### src/rtl/nic_pkg.sv
package nic_pkg;
  // strobes from control to datapath for one cycle
  typedef struct packed {
    logic take;      // enter a routine at takeLvl
    logic selfNest;  // the entry is a same-level re-entry
    logic rti;       // return from the routine at svcLvl
  } ctrlStrobeT;
endpackage

### src/rtl/nic_prio_enc.sv
module nic_prio_enc #(
  parameter int WIDTH = 16,
  parameter int IDX_W = $clog2(WIDTH)
) (
  input  logic [WIDTH-1:0] vecIn,
  output logic             found,
  output logic [IDX_W-1:0] idx
);
  always_comb begin
    found = 1'b0;
    idx   = '0;
    for (int i = WIDTH - 1; i >= 0; i--) begin
      if (vecIn[i]) begin
        found = 1'b1;
        idx   = IDX_W'(i);
      end
    end
  end
endmodule

### src/rtl/nic_control.sv
module nic_control
  import nic_pkg::*;
#(
  parameter int NUM_LEVELS = 16,
  parameter int LVL_W = $clog2(NUM_LEVELS)
) (
  input  logic                  clk,
  input  logic                  rstN,
  input  logic [NUM_LEVELS-1:0] latchQ,
  input  logic [NUM_LEVELS-1:0] pendQ,
  input  logic [NUM_LEVELS-1:0] nestFull,
  input  logic [NUM_LEVELS-1:0] maskIn,
  input  logic [NUM_LEVELS-1:0] coreSrc,
  input  logic                  globalEn,
  input  logic                  selfNestEn,
  input  logic                  retSaved,
  input  logic                  rtiStrobe,
  output ctrlStrobeT            strobes,
  output logic [LVL_W-1:0]      takeLvl,
  output logic [LVL_W-1:0]      svcLvl,
  output logic                  svcFound
);
  logic [NUM_LEVELS-1:0] eligible;
  logic                  candFound;
  logic                  higherOk;
  logic                  sameOk;

  assign eligible = latchQ & maskIn & {NUM_LEVELS{globalEn}};

  nic_prio_enc #(.WIDTH(NUM_LEVELS), .IDX_W(LVL_W)) uCandEnc (
    .vecIn(eligible), .found(candFound), .idx(takeLvl)
  );

  nic_prio_enc #(.WIDTH(NUM_LEVELS), .IDX_W(LVL_W)) uSvcEnc (
    .vecIn(pendQ), .found(svcFound), .idx(svcLvl)
  );

  always_comb begin
    higherOk = !svcFound || (takeLvl < svcLvl);
    sameOk   = svcFound && (takeLvl == svcLvl) && selfNestEn &&
               coreSrc[takeLvl] && retSaved && !nestFull[takeLvl];
    strobes.take     = !rtiStrobe && candFound && (higherOk || sameOk);
    strobes.selfNest = strobes.take && !higherOk && sameOk;
    strobes.rti      = rtiStrobe && svcFound;
  end

  // a take always picks a latched level that is unmasked and globally enabled
  a_r2_take_eligible: assert property (@(posedge clk) disable iff (!rstN)
    strobes.take |-> (latchQ[takeLvl] && maskIn[takeLvl] && globalEn));

  // a take that is not a re-entry outranks every level in service
  a_r3_preempt_rule: assert property (@(posedge clk) disable iff (!rstN)
    (strobes.take && !strobes.selfNest) |-> ((pendQ & ((NUM_LEVELS'(1) << takeLvl) - NUM_LEVELS'(1))) == '0 && !pendQ[takeLvl]));

  // a re-entry needs a core-sourced level and the enable
  a_r9_core_only_nest: assert property (@(posedge clk) disable iff (!rstN)
    strobes.selfNest |-> (coreSrc[takeLvl] && selfNestEn && retSaved));

  // return cycle never carries a take
  a_r11_rti_blocks_take: assert property (@(posedge clk) disable iff (!rstN)
    rtiStrobe |-> !strobes.take);
endmodule

### src/rtl/nic_datapath.sv
module nic_datapath
  import nic_pkg::*;
#(
  parameter int NUM_LEVELS = 16,
  parameter int NEST_MAX = 3,
  parameter int LVL_W = $clog2(NUM_LEVELS),
  parameter int DEPTH_W = $clog2(NEST_MAX + 1)
) (
  input  logic                  clk,
  input  logic                  rstN,
  input  logic [NUM_LEVELS-1:0] reqIn,
  input  ctrlStrobeT            strobes,
  input  logic [LVL_W-1:0]      takeLvl,
  input  logic [LVL_W-1:0]      svcLvl,
  input  logic                  svcFound,
  output logic [NUM_LEVELS-1:0] latchQ,
  output logic [NUM_LEVELS-1:0] pendQ,
  output logic [NUM_LEVELS-1:0] nestFull,
  output logic                  takeOut,
  output logic [LVL_W-1:0]      vecLevel,
  output logic                  selfNestFlag
);
  logic [NUM_LEVELS-1:0]              takeHot;
  logic [NUM_LEVELS-1:0]              svcHot;
  logic [NUM_LEVELS-1:0][DEPTH_W-1:0] depthVec;
  logic                               rtiPop;

  assign takeHot = strobes.take ? (NUM_LEVELS'(1) << takeLvl) : '0;
  assign svcHot  = NUM_LEVELS'(1) << svcLvl;
  assign rtiPop  = strobes.rti && (depthVec[svcLvl] == '0);

  always_ff @(posedge clk) begin
    if (!rstN) begin
      latchQ   <= '0;
      pendQ    <= '0;
      takeOut  <= 1'b0;
      vecLevel <= '0;
    end else begin
      latchQ  <= (latchQ & ~takeHot) | reqIn;
      takeOut <= strobes.take;
      if (strobes.take) begin
        pendQ    <= pendQ | takeHot;
        vecLevel <= takeLvl;
      end else if (rtiPop) begin
        pendQ <= pendQ & ~svcHot;
      end
    end
  end

  for (genvar g = 0; g < NUM_LEVELS; g++) begin : gLevel
    logic [DEPTH_W-1:0] depthR;
    always_ff @(posedge clk) begin
      if (!rstN) begin
        depthR <= '0;
      end else if (strobes.take && strobes.selfNest && (takeLvl == LVL_W'(g))) begin
        depthR <= depthR + DEPTH_W'(1);
      end else if (strobes.rti && (svcLvl == LVL_W'(g)) && (depthR != '0)) begin
        depthR <= depthR - DEPTH_W'(1);
      end
    end
    assign depthVec[g] = depthR;
    assign nestFull[g] = (depthR == DEPTH_W'(NEST_MAX));

    // nesting count never passes its cap
    a_r10_depth_cap: assert property (@(posedge clk) disable iff (!rstN)
      depthR <= DEPTH_W'(NEST_MAX));
  end

  assign selfNestFlag = svcFound && (depthVec[svcLvl] != '0);

  // a take leaves its level in service and raises the strobe
  a_r4_take_sets_pend: assert property (@(posedge clk) disable iff (!rstN)
    strobes.take |=> (takeOut && pendQ[vecLevel]));

  // in-service bits drop only after a return strobe
  a_r12_pend_drop_needs_rti: assert property (@(posedge clk) disable iff (!rstN)
    !strobes.rti |=> ((~pendQ & $past(pendQ)) == '0));
endmodule

### src/rtl/nic_top.sv
module nic_top
  import nic_pkg::*;
#(
  parameter int NUM_LEVELS = 16,
  parameter int NEST_MAX = 3,
  localparam int LVL_W = $clog2(NUM_LEVELS),
  localparam int DEPTH_W = $clog2(NEST_MAX + 1)
) (
  input  logic                  clk,
  input  logic                  rstN,
  input  logic [NUM_LEVELS-1:0] reqIn,
  input  logic [NUM_LEVELS-1:0] maskIn,
  input  logic [NUM_LEVELS-1:0] coreSrc,
  input  logic                  globalEn,
  input  logic                  selfNestEn,
  input  logic                  retSaved,
  input  logic                  rtiStrobe,
  output logic                  takeOut,
  output logic [LVL_W-1:0]      vecLevel,
  output logic [NUM_LEVELS-1:0] latchOut,
  output logic [NUM_LEVELS-1:0] pendOut,
  output logic                  selfNestFlag
);
  ctrlStrobeT            strobes;
  logic [LVL_W-1:0]      takeLvl;
  logic [LVL_W-1:0]      svcLvl;
  logic                  svcFound;
  logic [NUM_LEVELS-1:0] latchQ;
  logic [NUM_LEVELS-1:0] pendQ;
  logic [NUM_LEVELS-1:0] nestFull;

  nic_control #(.NUM_LEVELS(NUM_LEVELS), .LVL_W(LVL_W)) uCtrl (
    .clk(clk), .rstN(rstN), .latchQ(latchQ), .pendQ(pendQ), .nestFull(nestFull),
    .maskIn(maskIn), .coreSrc(coreSrc), .globalEn(globalEn), .selfNestEn(selfNestEn),
    .retSaved(retSaved), .rtiStrobe(rtiStrobe), .strobes(strobes),
    .takeLvl(takeLvl), .svcLvl(svcLvl), .svcFound(svcFound)
  );

  nic_datapath #(.NUM_LEVELS(NUM_LEVELS), .NEST_MAX(NEST_MAX), .LVL_W(LVL_W),
                 .DEPTH_W(DEPTH_W)) uData (
    .clk(clk), .rstN(rstN), .reqIn(reqIn), .strobes(strobes), .takeLvl(takeLvl),
    .svcLvl(svcLvl), .svcFound(svcFound), .latchQ(latchQ), .pendQ(pendQ),
    .nestFull(nestFull), .takeOut(takeOut), .vecLevel(vecLevel),
    .selfNestFlag(selfNestFlag)
  );

  assign latchOut = latchQ;
  assign pendOut  = pendQ;
endmodule

### config.mk
export PLATFORM = sky130hd
export DESIGN_NAME = nic_top
export DESIGN_NICKNAME = d
export VERILOG_FILES = /design/src/rtl/nic_pkg.sv /design/src/rtl/nic_prio_enc.sv /design/src/rtl/nic_control.sv /design/src/rtl/nic_datapath.sv /design/src/rtl/nic_top.sv
export SDC_FILE = /design/constraint.sdc
export NUM_CORES = 1
export LEC_CHECK = 0
export BUFFER_PORTS_ARGS = -buffer_cell sky130_fd_sc_hd__buf_2
export CAP_MARGIN = 25
export CORE_MARGIN = 8
export CORE_UTILIZATION = 40
export CTS_CLUSTER_SIZE = 24
export DETAILED_ROUTE_END_ITERATION = 6
export MAX_ROUTING_LAYER = met4
export PLACE_DENSITY = 0.66
export SLEW_MARGIN = 10
export SYNTH_ARGS = -nofsm -noshare
export SYNTH_HDL_FRONTEND = slang
export SYNTH_SLANG_ARGS = --single-unit
### constraint.sdc
create_clock -name clk -period 6.47 [get_ports clk]
set_clock_uncertainty 0.1 [all_clocks]
set_input_delay 0.9705 -clock clk [delete_from_list [all_inputs] [get_ports clk]]
set_output_delay 0.9705 -clock clk [all_outputs]
set_load 0.005 [all_outputs]
==> run metrics <==
status finished clean; Critical Path RT 6.68 ns; Setup Buffers After CTS 0; HPWL after DPL around 13000 um; HP Class reg2reg; Power Total 1070 uW; ys async rst share 0%; n_diodes 0; H-tree Lvls 3; row count 38; Post-synth EDFFs 0; layout cell share with drive strength beyond 1 21.3%; Mean Syn Cell Area 7.64 sq um; Vias a little under 5000; CTS tree yes; Worst Tran Pin Value 1.01 ns; Placed Cells 769; crit share post-route 78.7%; Max Fclk 196 MHz; DRT Pass-1 Iters 5; internal reg-to-reg setup slack ~1.9 ns; clk sinks 69; DR WL/cell 21.2 um; final setup margin 1.38 ns; post-synthesis cell area 4300 sq um; leakage 0.00204 uW; critical path arrival between 5 and 6 ns; fin nets 698; post-synth net total just over 600; cts hold-fix bufs 0; Setup Crit Path Kind in2reg; Starting Density 40.3%; clock period minus worst slack ~5 ns; Fillers 1102; die area 14300 sq um; gpl congestion 0.980; dpl ws about 1.1 ns; Top Ports 92; Max IR drop VDD 0.0835 mV; r2r startpoint uData.latchQ[8]; Area Growth Syn to Fin 16.4%; total gr overflow 0; dominant synthesized flop cell dfxtp_1; post-cts resize count 0; Die W 120 um; Hold Startpoint uData.vecLevel[1]; clock slew at reported path FFs roughly 0.070 ns; Worst slew margin around 32%; hold path endpoint uData.vecLevel[1]; initial antenna violation count 0; Post-DRT Antenna Nets 0; fin. max-slew vios 0; Non-Filler Instances 783; RSZ-0062 raised after global routing no; CP Cell Sequence buf_2 > a21bo_1 > a221oi_2 > o21ai_1 > o21a_1 > a21oi_2 > inv_2 > ha_1 > nand2_1 > nor3_1 > o2111ai_1 > o211ai_1 > nand3_1 > nor3_4 > a21oi_2 > nor3_1 > o221a_2; worst reg-to-reg path cell count 14; Setup TNS Final 0 ns; CTS Buffer Depth 2; CTS Root Cell clkbuf_8; CP max-delay cell nor3_4; 1st-iter DRT viols 387; clock insertion delay at the later pin of the skew report 0.36 ns; total of max-cap violations 0; Die Ht around 120 um; drt via density 6.28; hold path depth 2; TritonCTS buffer count 9; Final setup viols 0; global-route wire length before repair between 20000 and 30000 um; Core ar. between 10000 and 15000 sq um; critical path capture point type flop; post-synth cell types 66; synth warn 0; drt drc 0; cell count after synthesis between 500 and 600; largest net degree at the start of global routing 40; crit path max fanout 18; startpoint types input pin; Crit Reg-Reg Endpoint uData.pendQ[15]; number of global-route vias before repair about 4700; #FFs+latches synth 69; Hold Fails Final Rpt 0; gr usage total 23.2%; I/O Buffers 91; sequential area share after synthesis 32.2%; drt total wl about 17000 um; pwr dens around 210 nW/um^2; Crit path largest cell delay 0.61 ns
state kept, by name (all words and copies together) (netlist names):
register	count
uData.gLevel.depthR	32
uData.latchQ	16
uData.pendQ	16
uData.vecLevel	4
uData.takeOut	1
cells in the mapped netlist (all sizes together), types with 4 or more instances:
cell type	instances	area, sq um
nor4	6	43.8
or3	7	43.8
mux2i	6	60.1
o211ai	4	30.0
o21a	8	60.1
a22o	5	43.8
buf	12	75.1
and2	9	56.3
a31oi	5	31.3
nand3	28	140
a22oi	4	30.0
a41oi	4	61.3
a21o	9	67.6
nand2	71	267
a221oi	7	85.1
nor2b	4	25.0
o31ai	7	52.6
dfxtp	69	1380
nand4	23	144
a21oi	52	272
and3	9	56.3
clkbuf	15	56.3
nor2	36	135
o221a	12	135
nor3	26	141
inv	22	82.6
ha	4	50.1
a211oi	8	60.1
o21ai	50	250
cell usage in the layout (no fill, tap or decap), drive strengths merged, types with 5 or more instances in the layout:
master / instances
nor2: 36
o221a: 12
a21o: 9
and3: 9
buf: 94
o21a: 8
o31ai: 7
a21oi: 52
a31oi: 5
a211oi: 8
dfxtp: 69
clkbuf: 13
nand4: 23
o21ai: 50
nor4: 6
inv: 22
nor3: 26
a22o: 5
mux2i: 6
and2: 9
or3: 7
nand3: 28
a221oi: 7
nand2: 71
through the flow:
stage	cell area, sq um	utilization [%]	hold WS (ns)
floorplan	4300	-	0.352
global placement	4820	45.2	0.348
detailed placement	4820	45.2	0.349
CTS	5000	47.0	0.360
global route	5000	47.0	0.375
finish	5000	47.0	0.359
how the worst max path moves through the flow:
stage | from | to | cells past startpoint
4_1_cts | globalEn | uData.pendQ[15] | 17
6_report | globalEn | uData.pendQ[15] | 17
2_1_floorplan | globalEn | uData.gLevel[13].depthR[0] | 19
3_5_place_dp | globalEn | uData.pendQ[15] | 17
3_3_place_gp | globalEn | uData.pendQ[15] | 17
5_1_grt | globalEn | uData.pendQ[15] | 17
critical path, delay by kind of cell:
family                     cells  cell delay [ns]
AOI/OAI and AO/OA              9             2.04
adders and majority gates      1             0.29
buffers and inverters          2             0.35
and+or+nand+nor                5             1.63
routing by layer:
metal,global-route usage (%),wire length (um)
met5,-,0
met1,29.6,7220
met3,5.17,1620
met4,9.52,448
met2,34.9,7280
power breakdown:
group	leakage (uW)	internal, uW	switching, uW
clock	0.0000974	176	163
combinational	0.00138	92.1	188
sequential	0.000562	438	15.7
total	0.00204	706	367
final cells by class:
type / instances / area [sq um] / share of cell area, %
clock buffers: 13 / 179 / 3.58
repair buffers: 94 / 478 / 9.56
inverters: 22 / 82.6 / 1.65
multi-input cells: 444 / 2700 / 54.0
well taps: 140 / 175 / 3.50
clock inverters: 1 / 5.00 / 0.100
flip-flops and latches: 69 / 1380 / 27.6
cell families (layout without fill, tap and decap cells):
| group | Yosys count | after routing | share of synthesized area [%] |
|---|---|---|---|
| compound gates | 202 | 202 | 33.5 |
| fa+ha+maj | 4 | 4 | 1.17 |
| buf+inv | 49 | 130 | 4.98 |
| flops | 69 | 69 | 32.2 |
| simple gates | 231 | 231 | 26.6 |
| mux | 7 | 7 | 1.66 |
No activity file was read; power rests on OpenSTA's default activity.
